<file path="src/rtl/ep_tok_pkg.sv">
package ep_tok_pkg;
    localparam int unsigned TOK_W  = 3;
    localparam int unsigned RESP_W = 3;

    localparam logic [TOK_W-1:0] TK_SETUP = 3'd0;
    localparam logic [TOK_W-1:0] TK_PING  = 3'd1;
    localparam logic [TOK_W-1:0] TK_OUT   = 3'd2;
    localparam logic [TOK_W-1:0] TK_IN    = 3'd3;
    localparam logic [TOK_W-1:0] TK_LAST  = TK_IN;

    typedef enum logic [2:0] {
        COND_IDLE     = 3'd0,
        COND_PRIMED   = 3'd1,
        COND_UNDERRUN = 3'd2,
        COND_OVERRUN  = 3'd3,
        COND_HALTED   = 3'd4
    } cond_e;

    typedef enum logic [RESP_W-1:0] {
        RSP_IGNORE  = 3'd0,
        RSP_STALL   = 3'd1,
        RSP_NAK     = 3'd2,
        RSP_ACK     = 3'd3,
        RSP_RX_ACK  = 3'd4,
        RSP_RX_NYET = 3'd5,
        RSP_TX      = 3'd6,
        RSP_BSERR   = 3'd7
    } resp_e;
endpackage

</file>
<file path="src/rtl/ep_cond_fsm.sv">
module ep_cond_fsm
    import ep_tok_pkg::*;
(
    input  logic             clk_i,
    input  logic             rst_ni,
    input  logic             prime_i,
    input  logic             stall_i,
    input  logic             unstall_i,
    input  logic             underflow_i,
    input  logic             overflow_i,
    input  logic             tok_valid_i,
    input  logic [TOK_W-1:0] tok_kind_i,
    input  logic             pkts_left_i,
    output cond_e            cond_o
);
    cond_e cond_q, cond_d;

    logic tok_in, tok_out;
    assign tok_in  = tok_valid_i && (tok_kind_i == TK_IN);
    assign tok_out = tok_valid_i && (tok_kind_i == TK_OUT);

    // state register
    always_ff @(posedge clk_i) begin
        if (!rst_ni) cond_q <= COND_IDLE;
        else         cond_q <= cond_d;
    end

    // transitions
    always_comb begin
        cond_d = cond_q;
        if (stall_i) begin
            cond_d = COND_HALTED;                      // halt
        end else begin
            unique case (cond_q)
                COND_HALTED:   if (unstall_i) cond_d = COND_IDLE;        // release
                COND_IDLE:     if (prime_i)   cond_d = COND_PRIMED;      // arm
                COND_PRIMED: begin
                    if ((tok_in || tok_out) && !pkts_left_i)
                        cond_d = COND_IDLE;                              // finish
                    else if (underflow_i)
                        cond_d = COND_UNDERRUN;                          // starve
                    else if (overflow_i)
                        cond_d = COND_OVERRUN;                           // flood
                end
                COND_UNDERRUN: if (tok_in)  cond_d = COND_PRIMED;        // report-starve
                COND_OVERRUN:  if (tok_out) cond_d = COND_PRIMED;        // report-flood
                default:       cond_d = COND_IDLE;
            endcase
        end
    end

    assign cond_o = cond_q;
endmodule

</file>
<file path="src/rtl/ep_resp_lut.sv">
module ep_resp_lut
    import ep_tok_pkg::*;
(
    input  cond_e            cond_i,
    input  logic [TOK_W-1:0] tok_kind_i,
    input  logic             pkts_left_i,
    output resp_e            resp_o
);
    always_comb begin
        resp_o = RSP_IGNORE;
        if (tok_kind_i != TK_SETUP && tok_kind_i <= TK_LAST) begin
            unique case (cond_i)
                COND_HALTED:   resp_o = RSP_STALL;
                COND_IDLE:     resp_o = RSP_NAK;
                COND_PRIMED: begin
                    if (tok_kind_i == TK_PING)     resp_o = RSP_ACK;
                    else if (tok_kind_i == TK_IN)  resp_o = RSP_TX;
                    else                           resp_o = pkts_left_i ? RSP_RX_ACK : RSP_RX_NYET;
                end
                COND_UNDERRUN: resp_o = (tok_kind_i == TK_IN) ? RSP_BSERR : RSP_NAK;
                COND_OVERRUN:  resp_o = RSP_NAK;
                default:       resp_o = RSP_IGNORE;
            endcase
        end
    end
endmodule

</file>
<file path="src/rtl/ep_token_responder.sv">
module ep_token_responder
    import ep_tok_pkg::*;
(
    input  logic              clk_i,
    input  logic              rst_ni,
    input  logic              prime_i,
    input  logic              stall_i,
    input  logic              unstall_i,
    input  logic              underflow_i,
    input  logic              overflow_i,
    input  logic              tok_valid_i,
    input  logic [TOK_W-1:0]  tok_kind_i,
    input  logic              pkts_left_i,
    output logic              resp_valid_o,
    output logic [RESP_W-1:0] resp_code_o
);
    cond_e cond_q;
    resp_e resp_next;

    ep_cond_fsm u_fsm (
        .clk_i       (clk_i),
        .rst_ni      (rst_ni),
        .prime_i     (prime_i),
        .stall_i     (stall_i),
        .unstall_i   (unstall_i),
        .underflow_i (underflow_i),
        .overflow_i  (overflow_i),
        .tok_valid_i (tok_valid_i),
        .tok_kind_i  (tok_kind_i),
        .pkts_left_i (pkts_left_i),
        .cond_o      (cond_q)
    );

    ep_resp_lut u_lut (
        .cond_i      (cond_q),
        .tok_kind_i  (tok_kind_i),
        .pkts_left_i (pkts_left_i),
        .resp_o      (resp_next)
    );

    // output register
    always_ff @(posedge clk_i) begin
        if (!rst_ni) begin
            resp_valid_o <= 1'b0;
            resp_code_o  <= RSP_IGNORE;
        end else begin
            resp_valid_o <= tok_valid_i;
            resp_code_o  <= tok_valid_i ? resp_next : RSP_IGNORE;
        end
    end
endmodule

</file>
<file path="config.mk">
export PLATFORM = sky130hd
export DESIGN_NAME = ep_token_responder
export DESIGN_NICKNAME = d
export VERILOG_FILES = /design/src/rtl/ep_tok_pkg.sv /design/src/rtl/ep_cond_fsm.sv /design/src/rtl/ep_resp_lut.sv /design/src/rtl/ep_token_responder.sv
export SDC_FILE = /design/constraint.sdc
export NUM_CORES = 1
export LEC_CHECK = 0
export ABC_AREA = 1
export BUFFER_PORTS_ARGS = -buffer_cell sky130_fd_sc_hd__buf_2
export CORE_AREA = 3 3 40 42
export CTS_CLUSTER_SIZE = 25
export DETAILED_ROUTE_END_ITERATION = 8
export DIE_AREA = 0 0 43 45
export GPL_ROUTABILITY_DRIVEN = 0
export PLACE_DENSITY_LB_ADDON = 0.2
export SETUP_SLACK_MARGIN = 0.2
export SLEW_MARGIN = 40
export SYNTH_ARGS = -nofsm -noshare
export SYNTH_HDL_FRONTEND = slang
export SYNTH_SLANG_ARGS = --single-unit
</file>
<file path="constraint.sdc">
create_clock -name clk_i -period 2.45 [get_ports clk_i]
set_clock_uncertainty 0.2 [all_clocks]
set_input_delay 0 -clock clk_i [delete_from_list [all_inputs] [get_ports clk_i]]
set_output_delay 0 -clock clk_i [all_outputs]
set_load 0.1 [all_outputs]
</file>
Yosys cells after proc, flatten, opt, wreduce, memory -nomap -nowiden
Cells that the tools add are included.
{"block": "totals", "output_inout_bits": 4, "reg_bits": 7, "inputBits": 12, "wordCells": 50}
{"block": "classes", "n_bitwise": 1, "eq_ne": 17, "n_lt_le_gt_ge": 1, "reduce_logical": 13, "n_mux": 14}
{"cell": "$mux 3", "n": 11}
{"cell": "$pmux 3 s5", "n": 1}
{"cell": "$eq 3x2->1 const B", "n": 4}
{"cell": "$pmux 3 s4", "n": 1}
{"cell": "$reduce_and 5->1", "n": 2}
{"cell": "$eq 3x1->1 const B", "n": 2}
{"cell": "$ne 3x2->1 const B", "n": 2}
{"cell": "$ne 3x3->1 const B", "n": 2}
{"cell": "$ne 5x4->1 const B", "n": 1}
{"cell": "$logic_and 1x1->1", "n": 4}
{"cell": "$ne 2x1->1 const B", "n": 2}
{"cell": "$ne 2x2->1 const B", "n": 2}
{"cell": "$ne 4x3->1 const B", "n": 1}
{"cell": "$reduce_or 2->1", "n": 2}
{"cell": "$eq 3x3->1 const B", "n": 1}
{"cell": "$le 3x2->1 const B", "n": 1}
{"cell": "$logic_not 3->1", "n": 1}
{"cell": "$reduce_and 3->1", "n": 1}
{"cell": "$reduce_bool 3->1", "n": 1}
{"cell": "$logic_not 1->1", "n": 1}
{"cell": "$logic_or 1x1->1", "n": 1}
{"cell": "$mux 1", "n": 1}
{"cell": "$not 1->1", "n": 1}

Depth between registers and ports, before layout
Gate-level depths: netlist (run 1).
{"block": "logic_depth", "depth_word": 7, "mapped_depth": 10, "mapped_depth_nobuf": 10}

By module
Synthesis (run 1) repeated with hierarchy kept, for this count alone.
{"block": "unflattened", "hier_cells": 80, "area_unflattened_um2": 478.0}
{"mod": "ep_cond_fsm", "cells_each": 43, "instances": 1, "seq_area_each_um2": 60.1, "area_per_inst_um2": 257.7}
{"mod": "ep_token_responder", "cells_each": 12, "instances": 1, "seq_area_each_um2": 80.1, "area_per_inst_um2": 112.6}
{"mod": "ep_resp_lut", "cells_each": 25, "instances": 1, "seq_area_each_um2": 0.0, "area_per_inst_um2": 107.6}

Least setup slack after synthesis (run 1)
OpenSTA, ideal clock, no wires.
{"block": "synth_path", "path_kind": "reg-to-reg", "from": "register u_fsm.cond_q[0], in the netlist u_fsm.cond_o[0]", "to": "register u_fsm.cond_q[1], in the netlist u_fsm.cond_o[1]", "t_required_ns": 2.140, "stages_incl_launch_ff": 8, "n_path_buf": 0, "period_less_slack_ns": 1.222, "setup_ns": 0.110, "slack_ns": 1.228, "arrival_time_ns": 0.912, "cell_sequence": "dfxtp_1 > nand2_1 > nor2_2 > nand3_1 > nand3_2 > nand2_1 > inv_1 > nor2_1"}
{"block": "synth_via", "elab_chain_cells": 3, "elab_cells_between_ends": 12, "cone_classes": "eq/ne: 9; mux: 1; reduce/logical: 2"}
{"item": "start: declaration", "line": "ep_cond_fsm.sv:16", "text": "cond_e cond_q, cond_d;"}
{"item": "start signal: assignment", "line": "ep_cond_fsm.sv:25", "text": "else cond_q <= cond_d;"}
{"item": "$eq 3x1->1, or another cell as far along", "line": "ep_cond_fsm.sv:34", "text": "unique case (cond_q)"}
{"item": "$ne 4x3->1 (no source line), or another cell as far along"}
{"item": "$reduce_and 5->1 (no source line)"}
Several ways; a longest one is shown, not always the timed one.
A chain may end at the register's enable or synchronous reset.

Final worst setup path (run 1)
{"block": "layout_path", "from": "register u_fsm.cond_q[2], in the netlist u_fsm.cond_o[2]", "to": "register u_fsm.cond_q[0], in the netlist u_fsm.cond_o[0]"}
Same word-level chain as after synthesis.

==> results by group, run 1 <==
Worst setup path
  • Arr. time, crit path: 1.84 ns
  • Crit path largest cell delay: 0.56 ns
  • Startpoint class of the critical path: register
  • CP max-delay cell: dlygate4sd3_1
  • Critical path peak fanout: 6
  • Most Frequent Cell on Critical Path: nor2_1
  • Critical-path cell list: inv_2 > nand2_2 > nor2_1 > nand2_1 > nand2_1 > clkinv_2 > nand3_2 > nor2_1 > dlygate4sd3_1 > nor2_1
  • Kind of cell adding the most delay to the critical path: buffers and inverters
  • CP Capture Type: register
  • WP buf/inv: 3
  • CP Data Required Time: 2.40 ns
  • WS Path Type: register to register
  • R2R Setup Slk: 0.56 ns

Power
  • Max IR drop VDD: 257 µV
  • Leakage Power: approximately 0.33 nW
  • PwrDens: 495 nW/µm²

Clock tree
  • Total CTS buffers: 3
  • Clk_lat worst skew: between 0.2 and 0.3 ns
  • CTS tree: built
  • Clock root buffer: clkbuf_4
  • Number of gates resized after CTS: 0
  • Hold Buf Count CTS: 9
  • CTS clock-pin slew for the worst setup and hold paths: 0.05 ns
  • Post-CTS Setup Repair Bufs: 0
  • Max H-tree Level: 1
  • Sinks on the clock net: 7
  • Max Buffers Root-to-Sink: 2

Global routing
  • Vias in the first global route: 416
  • Initial antenna violation count: 0
  • Largest net degree at the start of global routing: 8
  • Total track usage: 12.4%
  • First-pass GRT wire length: ~1.7 mm
  • Total gr overflow: 0

Final layout
  • Nets@finish: approximately 110
  • Diode count: 0
  • Area Overhead vs Synth: 49.7%
  • Filler cell count in the final layout: 135
  • Core Util, Final: 49.3%
  • Layout cells sized above 1: 25.3%
  • Non-Filler Instances: 110

Placement
  • Dpl ws: between 1 and 1.5 ns
  • Post-detail-place hpwl: 742 µm
  • Input/output buffers: 15
  • # placed instances: 97

Floorplanning
  • Die X: 43 µm
  • Starting Density: around 33%
  • Row cnt: 13
  • Core region area: 1280 µm²
  • IO Count: 16
  • Chip Height: between 40 and 50 µm
  • Die area: a little under 2000 µm²

Timing
  • Final worst slack: approximately 0.56 ns
  • Final Hold Fails: 0
  • RSZ-0062 raised after global routing: no
  • Slew Limit Fails: 0
  • Setup tns final: 0 ns
  • Post-route clock period utilization: 77.2%
  • Crit path time final: about 1.9 ns
  • Max-slew headroom: approximately two thirds
  • Setup violators final: 0
  • Hold_ws: roughly 0.0016 ns
  • Slew @ Worst Pin: 0.483 ns
  • Fmax: 529 MHz

Routing
  • Pre-antenna DRT Iters: 2
  • Routed Antenna Nets: 0
  • WL met1: 437 µm
  • WL met3: 62 µm
  • Via/cell ratio: 4.51
  • Drt total wl: 1.05 mm
  • DR top layer: met4
  • WL/cell: 9.52 µm
  • DR vias: 496
  • Initial DRC Count: 9
  • Routed wl met2: ~540 µm
  • DRC: 0

Logic synthesis
  • Most common cell in the synthesized netlist: nand2_1
  • Yosys warns: 0
  • Post-synth EDFFs: 0
  • Synth unique cells: 18
  • Yosys reg bits: 7
  • Ys async rst share: 0%
  • Post-Syn Area: 423 µm²
  • Synth area leader: dfxtp_1
  • Top_reg_cell synth: dfxtp_1
  • List of most frequent post-synthesis cells: nand2_1, inv_1, nor2_1, dfxtp_1
  • Yosys top cell area share: between 30% and 40%
  • Gate Count Post-Synth: 67
  • Top cells by area, synth: dfxtp_1, nand2_1, inv_1, nor2_1, nand4_1
  • Mapped Nets: 79
  • Seq/Total Area, Yosys: 33.1%
  • Mean post-synth cell area: 6.31 µm²

Worst hold path
  • Worst Hold Class: input pin to register

Run status
  • Status: finished clean

Flow run
  • Max-cap violation count: 0
[metrics by stage]
stage	power, mW	area [µm²]
6_report	0.313	633
5_1_grt	0.334	633
4_1_cts	0.316	633
3_5_place_dp	0.197	517
3_3_place_gp	0.197	517
2_1_floorplan	0.177	423
[worst paths after layout]
| kind | cells past startpoint | start | endpoint |
|---|---|---|---|
| max | 10 | u_fsm.cond_o[2]$_SDFFE_PN0P_ | u_fsm.cond_o[0]$_SDFFE_PP0P_ |
| min | 6 | overflow_i | u_fsm.cond_o[1]$_SDFFE_PP0P_ |
| max reg2reg | 10 | u_fsm.cond_o[2]$_SDFFE_PN0P_ | u_fsm.cond_o[0]$_SDFFE_PP0P_ |
| min reg2reg | 1 | u_fsm.cond_o[2]$_SDFFE_PN0P_ | resp_code_o[1]$_SDFF_PN0_ |
[layout by cell type (no fill, tap or decap), types with 2 or more instances in the layout]
| cell type | instances |
|---|---|
| nand4_1 | 3 |
| dfxtp_1 | 7 |
| buf_2 | 15 |
| clkbuf_4 | 3 |
| dlygate4sd3_1 | 9 |
| nand3_1 | 3 |
| a21oi_1 | 3 |
| a211oi_1 | 2 |
| nor3_1 | 2 |
| inv_1 | 10 |
| nor2_1 | 10 |
| nand2_1 | 18 |
[flip-flops by register name, summed over array words and instances (netlist names)]
register and cells:
resp_valid_o 1, resp_code_o 3, u_fsm.cond_o 3
[final cells by class]
cell class                      instances  area [µm²]  area share [%]
Multi-Input combinational cell         47         233            36.8
Timing Repair Buffer                   24         165            26.1
Tap cell                               15        18.8            2.96
Clock buffer                            4        26.3            4.15
Inverter                               13        50.0            7.91
Sequential cell                         7         140            22.1
[report_power, final]
| part | internal (mW) | switching (mW) |
|---|---|---|
| Combinational | 0.0340 | 0.0496 |
| Sequential | 0.119 | 0.00581 |
| Clock | 0.0621 | 0.0423 |
| Total | 0.216 | 0.0977 |
[layer usage]
| metal | vias up | track usage [%] |
|---|---|---|
| li1 | 268 | - |
| met1 | 215 | 13.1 |
| met2 | 11 | 20.4 |
| met3 | 2 | 5.98 |
| met5 | - | 0 |
| met4 | 0 | 7.23 |
[cell families (layout without fill, tap and decap cells)]
| group | after synthesis | after routing | synth area share, % |
|---|---|---|---|
| simple gates | 40 | 40 | 42.3 |
| flops | 7 | 7 | 33.1 |
| compound gates | 7 | 7 | 12.7 |
| buf+inv | 13 | 41 | 11.8 |
[worst reg2reg max path, cell delays in order (launching register included)]
cell and delay [ns]:
dfxtp_1 0.46, inv_2 0.08, nand2_2 0.07, nor2_1 0.04, nand2_1 0.06, nand2_1 0.06, clkinv_2 0.06, nand3_2 0.06
nor2_1 0.10, dlygate4sd3_1 0.56, nor2_1 0.04
Power figures use the tool's default switching activity.
==> run 2, diff against run 1 <==
==> constraint.sdc (replaced) <==
create_clock -name clk_i -period 1.6 [get_ports clk_i]
set_clock_uncertainty 0.2 [all_clocks]
set_input_delay 0 -clock clk_i [delete_from_list [all_inputs] [get_ports clk_i]]
set_output_delay 0 -clock clk_i [all_outputs]
set_load 0.1 [all_outputs]
==> run 2 against run 1 <==
Register-to-register slack got worse by 0.25 ns; utilization increased by 0.097 points; clock power increased by 53%; die area unchanged; final area increased by 0.20%; wire length decreased by 6.2%; global-route usage decreased by 0.33 points; largest power group unchanged; combinational power increased by 48%; sequential power increased by 55%.
==> results by group, run 2 (synthesized netlist as in run 1, its figures left out) <==
Worst setup path
  • Startpoint class of the critical path: input pin (was register)
  • CP Capture Type: register (unchanged)
  • CP Data Required Time: 1.54 ns (was 2.40 ns)
  • Critical path peak fanout: 2 (was 6)
  • Arr. time, crit path: 1.29 ns (was 1.84 ns)
  • WS Path Type: input pin to register (was register to register)

Timing
  • Final Hold Fails: 0 (unchanged)
  • Slew Limit Fails: 0 (unchanged)
  • Crit path time final: 1.35 ns
  • Post-route clock period utilization: 84.5%
  • Setup tns final: 0 ns (unchanged)
  • RSZ-0062 raised after global routing: no (unchanged)
  • Setup violators final: 0 (unchanged)
  • Slew @ Worst Pin: 0.484 ns (was 0.483 ns)
  • Max-slew headroom: 67.9% (was 68.0%)
  • Hold_ws: 0.00344 ns (was 0.00164 ns)
  • Fmax: 740 MHz

Floorplanning
  • Core region area: 1280 µm² (unchanged)
  • Die area: 1940 µm² (unchanged)
  • Chip Height: 45 µm (unchanged)
  • IO Count: 16 (unchanged)
  • Starting Density: 32.9% (unchanged)
  • Die X: 43 µm (unchanged)
  • Row cnt: 13 (unchanged)

Routing
  • Routed Antenna Nets: 0 (unchanged)
  • Initial DRC Count: 8 (was 9)
  • Drt total wl: 982 µm (was 1.05 mm)
  • Pre-antenna DRT Iters: 4 (was 2)
  • WL met3: 66 µm (was 62 µm)
  • Via/cell ratio: 4.55 (was 4.51)
  • WL met1: 415 µm (was 437 µm)
  • WL/cell: 9.01 µm (was 9.52 µm)
  • DR vias: 496 (unchanged)
  • Routed wl met2: 487 µm (was 537 µm)
  • DR top layer: met4 (unchanged)
  • DRC: 0 (unchanged)

Power
  • Leakage Power: 0.330 nW (was 0.334 nW)
  • Max IR drop VDD: 412 µV (was 257 µV)
  • PwrDens: 752 nW/µm² (was 495 nW/µm²)

Final layout
  • Non-Filler Instances: 109 (was 110)
  • Diode count: 0 (unchanged)
  • Nets@finish: 107 (was 108)
  • Commonest cells after routing, fill and taps aside: nand2_1, buf_2, nor2_1, inv_1, dlygate4sd3_1 (unchanged)
  • Area Overhead vs Synth: 50.0% (was 49.7%)
  • Layout cells sized above 1: 29.8% (was 25.3%)
  • Filler cell count in the final layout: 134 (was 135)
  • Most common cell after layout, fill and taps aside: nand2_1 (unchanged)

Flow run
  • Max-cap violation count: 0 (unchanged)

Global routing
  • Vias in the first global route: 418 (was 416)
  • Total track usage: 12.1% (was 12.4%)
  • Initial antenna violation count: 0 (unchanged)
  • First-pass GRT wire length: 1.65 mm (was 1.68 mm)
  • Total gr overflow: 0 (unchanged)
  • Largest net degree at the start of global routing: 8 (unchanged)

Placement
  • Input/output buffers: 15 (unchanged)
  • # placed instances: 97 (unchanged)
  • Post-detail-place hpwl: 737 µm (was 742 µm)

Clock tree
  • CTS tree: built (unchanged)
  • CTS clock-pin slew for the worst setup and hold paths: 0.05 ns (about the same)
  • Clk_lat worst skew: 0.25 ns (about the same)
  • Max Buffers Root-to-Sink: 2 (unchanged)
  • Total CTS buffers: 3 (unchanged)
  • Sinks on the clock net: 7 (unchanged)
  • Max H-tree Level: 1 (unchanged)
  • Clock root buffer: clkbuf_4 (unchanged)

Worst hold path
  • Worst Hold Class: input pin to register (unchanged)

Run status
  • Status: finished clean (unchanged)
## run 2: changes by cell type in the layout (fill, tap and decap cells not counted), sizes merged
| cell | before | now |
|---|---|---|
| dlygate4sd3 | 9 | 8 |
## run 2: stage by stage
step	cell area [µm²]	setup WS, ns	power (mW)	util [%]
2_1_floorplan	423	0.378	0.270	-
3_3_place_gp	517	0.249	0.301	40.2
3_5_place_dp	517	0.252	0.302	40.2
4_1_cts	623	0.230	0.480	48.5
5_1_grt	634	0.185	0.519	49.4
6_report	634	0.248	0.477	49.4
## run 2: per-layer routing
metal	global-route usage, %	vias up
li1	-	268
met3	6.37	2
met2	19.5	17
met4	7.23	0
met5	0	-
met1	12.6	209
## run 2: final timing paths
check / slack (ns) / depth (start not counted) / from / end
max: 0.25 / 5 / rst_ni / resp_valid_o$_SDFF_PN0_
max reg2reg: 0.31 / 8 / u_fsm.cond_o[1]$_SDFFE_PP0P_ / u_fsm.cond_o[1]$_SDFFE_PP0P_
min: 0.003 / 6 / pkts_left_i / resp_code_o[0]$_SDFF_PN0_
min reg2reg: 0.33 / 1 / u_fsm.cond_o[2]$_SDFFE_PN0P_ / resp_code_o[1]$_SDFF_PN0_
## run 2: cell type report
class	instances	area, µm²	share of cell area [%]
sequential	7	144	22.7
inverter	13	50.0	7.89
tap	15	18.8	2.96
multi-input combinational	47	240	37.9
clock buffer	4	26.3	4.14
timing repair buffer	23	155	24.5
## run 2: critical path: stages
cell and delay, ns:
dlygate4sd3_1 0.52, buf_2 0.12, nand2_1 0.06, inv_1 0.05, dlygate4sd3_1 0.54
## run 2: repair_timing
action | CTS | global route
hold buffers | 8 | 0
endpoints found under the setup margin | 0 | 3
setup buffers | 0 | 0
resized for setup | 0 | 5
hold endpoints to repair | 7 | 0
## run 2: power by group
group | total (mW) | internal (mW) | leakage [nW] | switching (mW)
clock network | 0.159 | 0.0951 | 0.0150 | 0.0637
logic | 0.124 | 0.0498 | 0.257 | 0.0745
registers | 0.194 | 0.184 | 0.0584 | 0.00965
